### src/rtl/hdx_col_pkg.sv
// Package: shared mode type and gating helper for the collision unit.
// Assumes all mode bits are static or synchronous to clk.
package hdx_col_pkg;

    typedef struct packed {
        logic full_duplex;
        logic link_good;
        logic diag_loopback;
        logic speed_10;
    } hdx_mode_t;

    // Collision function is permitted only in half duplex, link up, no loopback.
    function automatic logic col_permitted(input hdx_mode_t m);
        return !m.full_duplex && m.link_good && !m.diag_loopback;
    endfunction

    // Number of clock cycles in the indicator pulse.
    function automatic int unsigned pulse_ticks(input int unsigned clk_hz,
                                                input int unsigned pulse_ms);
        return (clk_hz / 1000) * pulse_ms;
    endfunction

endpackage

### src/rtl/hdx_col_detect.sv
// Module: hdx_col_detect
// Decides whether a gated collision is present and remembers it until both
// traffic directions are idle. Assumes synchronous inputs; reset is
// synchronous and active low.
module hdx_col_detect
    import hdx_col_pkg::*;
(
    input  logic      clk,
    input  logic      rst_n,
    input  hdx_mode_t mode,
    input  logic      tx_active,
    input  logic      rx_active,
    input  logic      sqe_test,
    input  logic      jabber_det,
    output logic      col_now,
    output logic      col_held
);

    logic permitted;
    logic overlap;
    logic event_10;
    logic any_traffic;
    logic hold_q;

    // Combine gating, traffic overlap and 10 Mb/s events.
    always_comb begin
        permitted   = col_permitted(mode);
        overlap     = tx_active && rx_active;
        event_10    = mode.speed_10 && (sqe_test || jabber_det);
        any_traffic = tx_active || rx_active;
        col_now     = permitted && (overlap || event_10);
        col_held    = hold_q && any_traffic;
    end

    // Keep the collision memory alive while either direction is busy.
    always_ff @(posedge clk) begin
        if (!rst_n) begin
            hold_q <= 1'b0;
        end else begin
            hold_q <= (col_now || hold_q) && any_traffic;
        end
    end

endmodule

### src/rtl/hdx_col_led_stretch.sv
// Module: hdx_col_led_stretch
// Stretches each rising edge of the collision signal into a fixed-length
// active-low indicator pulse; a new edge restarts the count.
// Assumes TICKS >= 1.
module hdx_col_led_stretch #(
    parameter int unsigned TICKS = 2500000
) (
    input  logic clk,
    input  logic rst_n,
    input  logic col_in,
    input  logic enable,
    output logic led_n
);

    localparam int unsigned CW = $clog2(TICKS + 1);
    localparam logic [CW-1:0] LOAD = CW'(TICKS);

    logic [CW-1:0] cnt_q;
    logic          col_prev_q;
    logic          start;

    // Detect the start of a collision.
    always_comb start = col_in && !col_prev_q;

    // Load on a start, otherwise count down to zero.
    always_ff @(posedge clk) begin
        if (!rst_n) begin
            cnt_q      <= '0;
            col_prev_q <= 1'b0;
        end else begin
            col_prev_q <= col_in;
            if (start) begin
                cnt_q <= LOAD;
            end else if (cnt_q != '0) begin
                cnt_q <= cnt_q - 1'b1;
            end
        end
    end

    // Drive the pin low only when selected and a pulse is running.
    always_comb led_n = !(enable && (cnt_q != '0));

endmodule

### src/rtl/hdx_col_top.sv
// Module: hdx_col_top
// Collision detect and indication for one PHY channel: COL, CRS, the
// receive-nibble force, the test-mode transmit disable and the stretched
// indicator. Assumes synchronous inputs and an active-low synchronous reset.
module hdx_col_top
    import hdx_col_pkg::*;
#(
    parameter int unsigned CLK_HZ   = 25000000,
    parameter int unsigned PULSE_MS = 100
) (
    input  logic clk,
    input  logic rst_n,
    input  logic tx_active,
    input  logic rx_active,
    input  logic full_duplex,
    input  logic link_good,
    input  logic diag_loopback,
    input  logic speed_10,
    input  logic col_test,
    input  logic sqe_test,
    input  logic jabber_det,
    input  logic led_sel_col,
    output logic col_out,
    output logic crs_out,
    output logic rxd_force_zero,
    output logic tp_tx_disable,
    output logic led_col_n
);

    localparam int unsigned LED_TICKS = pulse_ticks(CLK_HZ, PULSE_MS);

    hdx_mode_t mode;
    logic      col_now;
    logic      col_held;
    logic      tx_echo;

    // Bundle the mode inputs.
    always_comb begin
        mode.full_duplex   = full_duplex;
        mode.link_good     = link_good;
        mode.diag_loopback = diag_loopback;
        mode.speed_10      = speed_10;
    end

    hdx_col_detect u_detect (
        .clk        (clk),
        .rst_n      (rst_n),
        .mode       (mode),
        .tx_active  (tx_active),
        .rx_active  (rx_active),
        .sqe_test   (sqe_test),
        .jabber_det (jabber_det),
        .col_now    (col_now),
        .col_held   (col_held)
    );

    // Form the controller-side outputs; the test loop overrides gating.
    always_comb begin
        tx_echo        = tx_active && !full_duplex && !(col_now || col_held);
        col_out        = col_test ? tx_active : col_now;
        crs_out        = rx_active || tx_echo || col_now || col_held;
        rxd_force_zero = speed_10 && col_now;
        tp_tx_disable  = col_test;
    end

    hdx_col_led_stretch #(
        .TICKS (LED_TICKS)
    ) u_led (
        .clk    (clk),
        .rst_n  (rst_n),
        .col_in (col_out),
        .enable (led_sel_col),
        .led_n  (led_col_n)
    );

endmodule

### config.mk
export PLATFORM = sky130hd
export DESIGN_NAME = hdx_col_top
export DESIGN_NICKNAME = d
export VERILOG_FILES = /design/src/rtl/hdx_col_pkg.sv /design/src/rtl/hdx_col_detect.sv /design/src/rtl/hdx_col_led_stretch.sv /design/src/rtl/hdx_col_top.sv
export SDC_FILE = /design/constraint.sdc
export NUM_CORES = 1
export LEC_CHECK = 0
export ABC_AREA = 0
export BUFFER_PORTS_ARGS = -buffer_cell sky130_fd_sc_hd__buf_2
export CORE_ASPECT_RATIO = 1.75
export CORE_MARGIN = 2
export CORE_UTILIZATION = 45
export CTS_CLUSTER_SIZE = 20
export DETAILED_ROUTE_END_ITERATION = 12
export PLACE_DENSITY = 0.66
export SYNTH_ARGS = -nofsm -noshare
export SYNTH_HDL_FRONTEND = slang
export SYNTH_SLANG_ARGS = --single-unit
### constraint.sdc
create_clock -name clk -period 1.6 [get_ports clk]
set_input_delay 0.16 -clock clk [delete_from_list [all_inputs] [get_ports clk]]
set_output_delay 0.16 -clock clk [all_outputs]
set_load 0.01 [all_outputs]
[Yosys cells after proc, flatten, opt, wreduce, memory -nomap -nowiden]
Cells that the tools add are included.
Word-level totals
  logic and storage cells: 37
  bits in registers: 24
Cells by class
  $add $sub $neg: 1
  reductions and logical operators: 28
  bitwise logic cells: 1
  muxes and demuxes: 3
Operators by type and width (number)
  2-to-1 mux 22 bit: 2
  nonzero test 22 bit: 1
  subtractor 22 x 1 -> 22 bit (second input constant): 1
  logical AND 1 bit: 12
  logical OR 1 bit: 8
  logical NOT 1 bit: 5
  nonzero test 2 bit: 1
  OR reduction 2 bit: 1
  2-to-1 mux 1 bit: 1
  inverter 1 bit: 1

[Depth between registers and ports, before layout]
  word-level depth: 10
  gate-level depth with buffers: 8
  gate-level depth less buffers: 7

[Hierarchy]
From an unflattened synthesis, not the netlist that was laid out.
Unflattened totals
  cell total of the unflattened synthesis: 175
  area total of the unflattened synthesis: 1448.9 um^2
Modules (own cells, without submodules)
  hdx_col_led_stretch: area each 1340.0 um^2, cells each 162, instances 1
  hdx_col_detect: area each 66.3 um^2, cells each 7, instances 1
  hdx_col_top: area each 42.5 um^2, cells each 6, instances 1

[Least setup slack after synthesis]
Ideal clock, no wire load.
  kind: register to register
  start point: register u_led.cnt_q[0]
  end point: register u_led.cnt_q[6]
  slack: -0.113 ns
  path buffers: 0
  cell stages (with the launch flop): 8
  arrival time: 1.598 ns
  setup time: 0.115 ns
  required time: 1.485 ns
  period minus slack after synthesis: 1.713 ns
  path through: dfxtp_1 > inv_1 > ha_1 > or3b_1 > or3_1 > a31oi_1 > xnor2_1 > nor2_1
On the way
  word-level cells in the longest chain between the ends: 1
RTL lines
  start, declared: line hdx_col_led_stretch.sv:18  | logic [CW-1:0] cnt_q;
  start signal, assigned: line hdx_col_led_stretch.sv:35  | cnt_q <= cnt_q - 1'b1;
  subtractor 22 x 1 -> 22 bit or nonzero test 22 bit (tied branches): line hdx_col_led_stretch.sv:35, hdx_col_led_stretch.sv:34
Parallel ways exist; a longest one is shown, timed or not.
A chain may end at the register's enable or synchronous reset.

[Final worst setup path]
  start point: register u_led.cnt_q[1]
  end point: register u_led.cnt_q[6]
The elaborated chain is that of the path after synthesis.

==> impl_metrics.yaml <==
logic_synthesis:
  syn_inst: 147
  syn-mean-instance-area_um2: 9.31
  seq_area_frac_synth: 0.351
  yosys.area_share.xor_xnor: 0.0960
  synthMuxAreaShare: 0.00823
  yosys.area.top_type_share: 0.351
  synthTopCellsByCount: "dfxtp_1 (24), nor2_1 (20), xnor2_1 (10)"
  synthAdderAreaFrac: 0.0183
  synth.distinct_cells: 49
  synth_edf_count: 0
  synthTopCellsByArea: "dfxtp_1 (35%), xnor2_1 (6.4%), nor2_1 (5.5%), xor2_1 (3.2%), a211oi_2 (2.7%)"
  post-synth-top-count-cell: "dfxtp_1"
  yosys.area_share.simple: 0.271
  ys.flop_type: "dfxtp_1"
  syn_area_um2: 1370
  ys_ff_latch: 24
  synth_compound_area_frac: 0.199
  synth_top_family_by_area: "simple AND/OR/NAND/NOR gates"
  ys_warn_count: 0
  syn_nets: 161
  yosysTopAreaCell: "dfxtp_1"
  async_flop_share: 0
setup_path:
  critPathBufInv: 1
  worstPathCellList: "inv_2, ha_4, or3b_4, or3_1, a31oi_1, xnor2_1, nor2_1"
  slowest_stage: "or3b_4"
  required_ns: 1.76
  critPathLaunchType: "register"
  cp_max_fo: 5
  crit_family: "simple AND/OR/NAND/NOR gates"
  critPathMaxStageDelay_ns: 0.38
  end_kind: "register"
  r2r-start: "u_led.cnt_q[1]$_SDFFE_PP0P_"
  rr_endpoint: "u_led.cnt_q[6]$_SDFFE_PP0P_"
  reg2reg_depth: 7
  arrival_ns: 1.92
  path_depth: 7
  r2r_slack_ns: -0.16
  worst-setup-path-type: "register to register"
status:
  status: "finished with violations"
  violations: "negative setup slack"
clocking:
  clockBufferDepth: 2
  cts.sinks: 24
  hold_buffers: 0
  cts_tree: "yes"
  cts_htree_levels: 1
  path_clk_slew_ns: 0.08
  clkLatencyLatePin_ns: 0.26
  cts-root-buf: "clkbuf_8"
  cts_buffers: 3
die:
  rows: 26
  dieArea_um2: 3520
  num_io_pins: 17
  die_width_um: 45.7
  die_h_um: 77.0
  core_um2: 2900
  floorplan.initialDensity: 0.473
worst_hold_path:
  min_to: "u_detect.hold_q$_SDFF_PN0_"
  worstHoldStart: "rx_active"
  worstHoldPathType: "input port to register"
  holdPathStages: 2
finish:
  nFillCells: 222
  area_growth_pct: 47.2
  final_area_um2: 2010
  antenna_cells: 0
  seqCellArea_um2: 492
  post-route-util: 0.696
  multi_input_area_um2: 961
  fin_nets: 223
  layout-drive-gt1-share: 0.551
global_route:
  grt.total_usage: 0.230
  grt_pass1_wl_mm: 6.07
  grt_pass1_vias: 1383
  antenna_found_initial: 0
  grt_max_degree: 13
  overflow: 0
place:
  placed_area_um2: 1730
  gp_congestion: 0.886
  place_ws_ns: -0.138
  portBuffers: 16
  dpl.hpwl_mm: 2.45
power_and_ir_drop:
  ir_worst_vdd_v: 0.00133
  power.density_nw_per_um2: 2110
  p_leak_uw: 0.000847
routing:
  firstDrtPassIters: 4
  ant_nets: 0
  post_drt_via_cell_ratio: 5.51
  first_iter_violations: 21
  finalWirelength_mm: 3.66
  drcViolationCount: 0
  num_vias: 1295
  wl_per_cell_um: 15.6
timing:
  final_max_slew_viol_count: 0
  min_period_ns: 1.76
  hold_violations: 0
  final.setup.worst_slack_ns: -0.160
  setup_viol: 15
  skew_ns: 0.00534
  finalCritPeriodShare: 1.10
  worst_pin_slew_ns: 0.355
  slew-limit-headroom: 0.763
  fmax_ghz: 0.568
  rsz0062_at_grt: "true"
run:
  maxCapViolCount: 0
sequential cells by signal (all words and copies together), names as in the netlist:
name / cells
u_led.cnt_q: 22
u_detect.hold_q: 1
u_led.col_prev_q: 1
worst max-delay path by stage:
stage / from / endpoint / slack (ns)
5_1_grt: u_led.cnt_q[1]$_SDFFE_PP0P_ / u_led.cnt_q[6]$_SDFFE_PP0P_ / -0.23
6_report: u_led.cnt_q[1]$_SDFFE_PP0P_ / u_led.cnt_q[6]$_SDFFE_PP0P_ / -0.16
3_5_place_dp: u_led.cnt_q[1]$_SDFFE_PP0P_ / u_led.cnt_q[6]$_SDFFE_PP0P_ / -0.14
3_3_place_gp: u_led.cnt_q[0]$_SDFFE_PP0P_ / u_led.cnt_q[5]$_SDFFE_PN0P_ / -0.12
4_1_cts: u_led.cnt_q[12]$_SDFFE_PP0P_ / led_col_n / -0.12
2_1_floorplan: u_led.cnt_q[1]$_SDFFE_PP0P_ / u_led.cnt_q[6]$_SDFFE_PP0P_ / -0.09
per-stage QoR:
step / setup TNS, ns / power [µW] / cells / hold slack (ns)
5_1_grt: -2.82 / 4520 / 235 / 0.206
6_report: -1.06 / 4250 / 235 / 0.205
3_3_place_gp: -1.18 / 3040 / 220 / 0.466
4_1_cts: -0.881 / 4120 / 235 / 0.199
2_1_floorplan: -0.148 / 2340 / 147 / 0.345
3_5_place_dp: -1.75 / 3090 / 220 / 0.480
power by group:
| part | switching (µW) | internal (µW) | leakage [µW] |
|---|---|---|---|
| Sequential | 170 | 781 | 0.000200 |
| Clock | 183 | 168 | 0.0000216 |
| Combinational | 1390 | 1560 | 0.000626 |
logic make-up after synthesis:
| logic type | after synthesis |
|---|---|
| compound gates | 33 |
| xor+xnor | 15 |
| flops | 24 |
| simple gates | 60 |
| mux | 1 |
| buf+inv | 12 |
| fa+ha+maj | 2 |
area by class of cell:
class,count,share of cell area
multi-input cells,111,0.477
flip-flops and latches,24,0.244
repair buffers,65,0.234
clock buffers,3,0.0205
well taps,28,0.0174
inverters,4,0.00745
routing by layer:
| metal | track usage | share of wire | vias up |
|---|---|---|---|
| li1 | - | - | 654 |
| met1 | 0.238 | 0.36 | 618 |
| met2 | 0.438 | 0.60 | 17 |
| met3 | 0.0235 | 0.018 | 6 |
| met4 | 0.0829 | 0.018 | 0 |
| met5 | 0 | 0 | - |
cell usage in the layout, fill, tap and decap left out, types with 2 or more instances in the layout:
| cell | n |
|---|---|
| nand2_1 | 5 |
| inv_1 | 2 |
| a21oi_1 | 3 |
| nand4b_1 | 4 |
| inv_2 | 2 |
| a311oi_2 | 2 |
| a211oi_2 | 6 |
| dfxtp_1 | 17 |
| nor2_1 | 20 |
| o21a_1 | 5 |
| buf_2 | 16 |
| clkbuf_8 | 3 |
| xor2_1 | 5 |
| nor3_1 | 2 |
| nor4_2 | 2 |
| dfxtp_2 | 6 |
| nand3_2 | 3 |
| or3_1 | 2 |
| buf_6 | 6 |
| nor4_4 | 2 |
| xnor2_1 | 10 |
| and3_1 | 2 |
| and2_1 | 2 |
| a31oi_1 | 2 |
| buf_4 | 43 |
| a211o_1 | 2 |
timing repair:
item | CTS | global route
endpoints found under the setup margin | 23 | 24
gates cloned | 0 | 0
hold endpoints to repair | 0 | 0
buffers inserted | 12 | 0
resized for setup | 32 | 6
pin swaps | 20 | 4
Power figures use the tool's default switching activity.
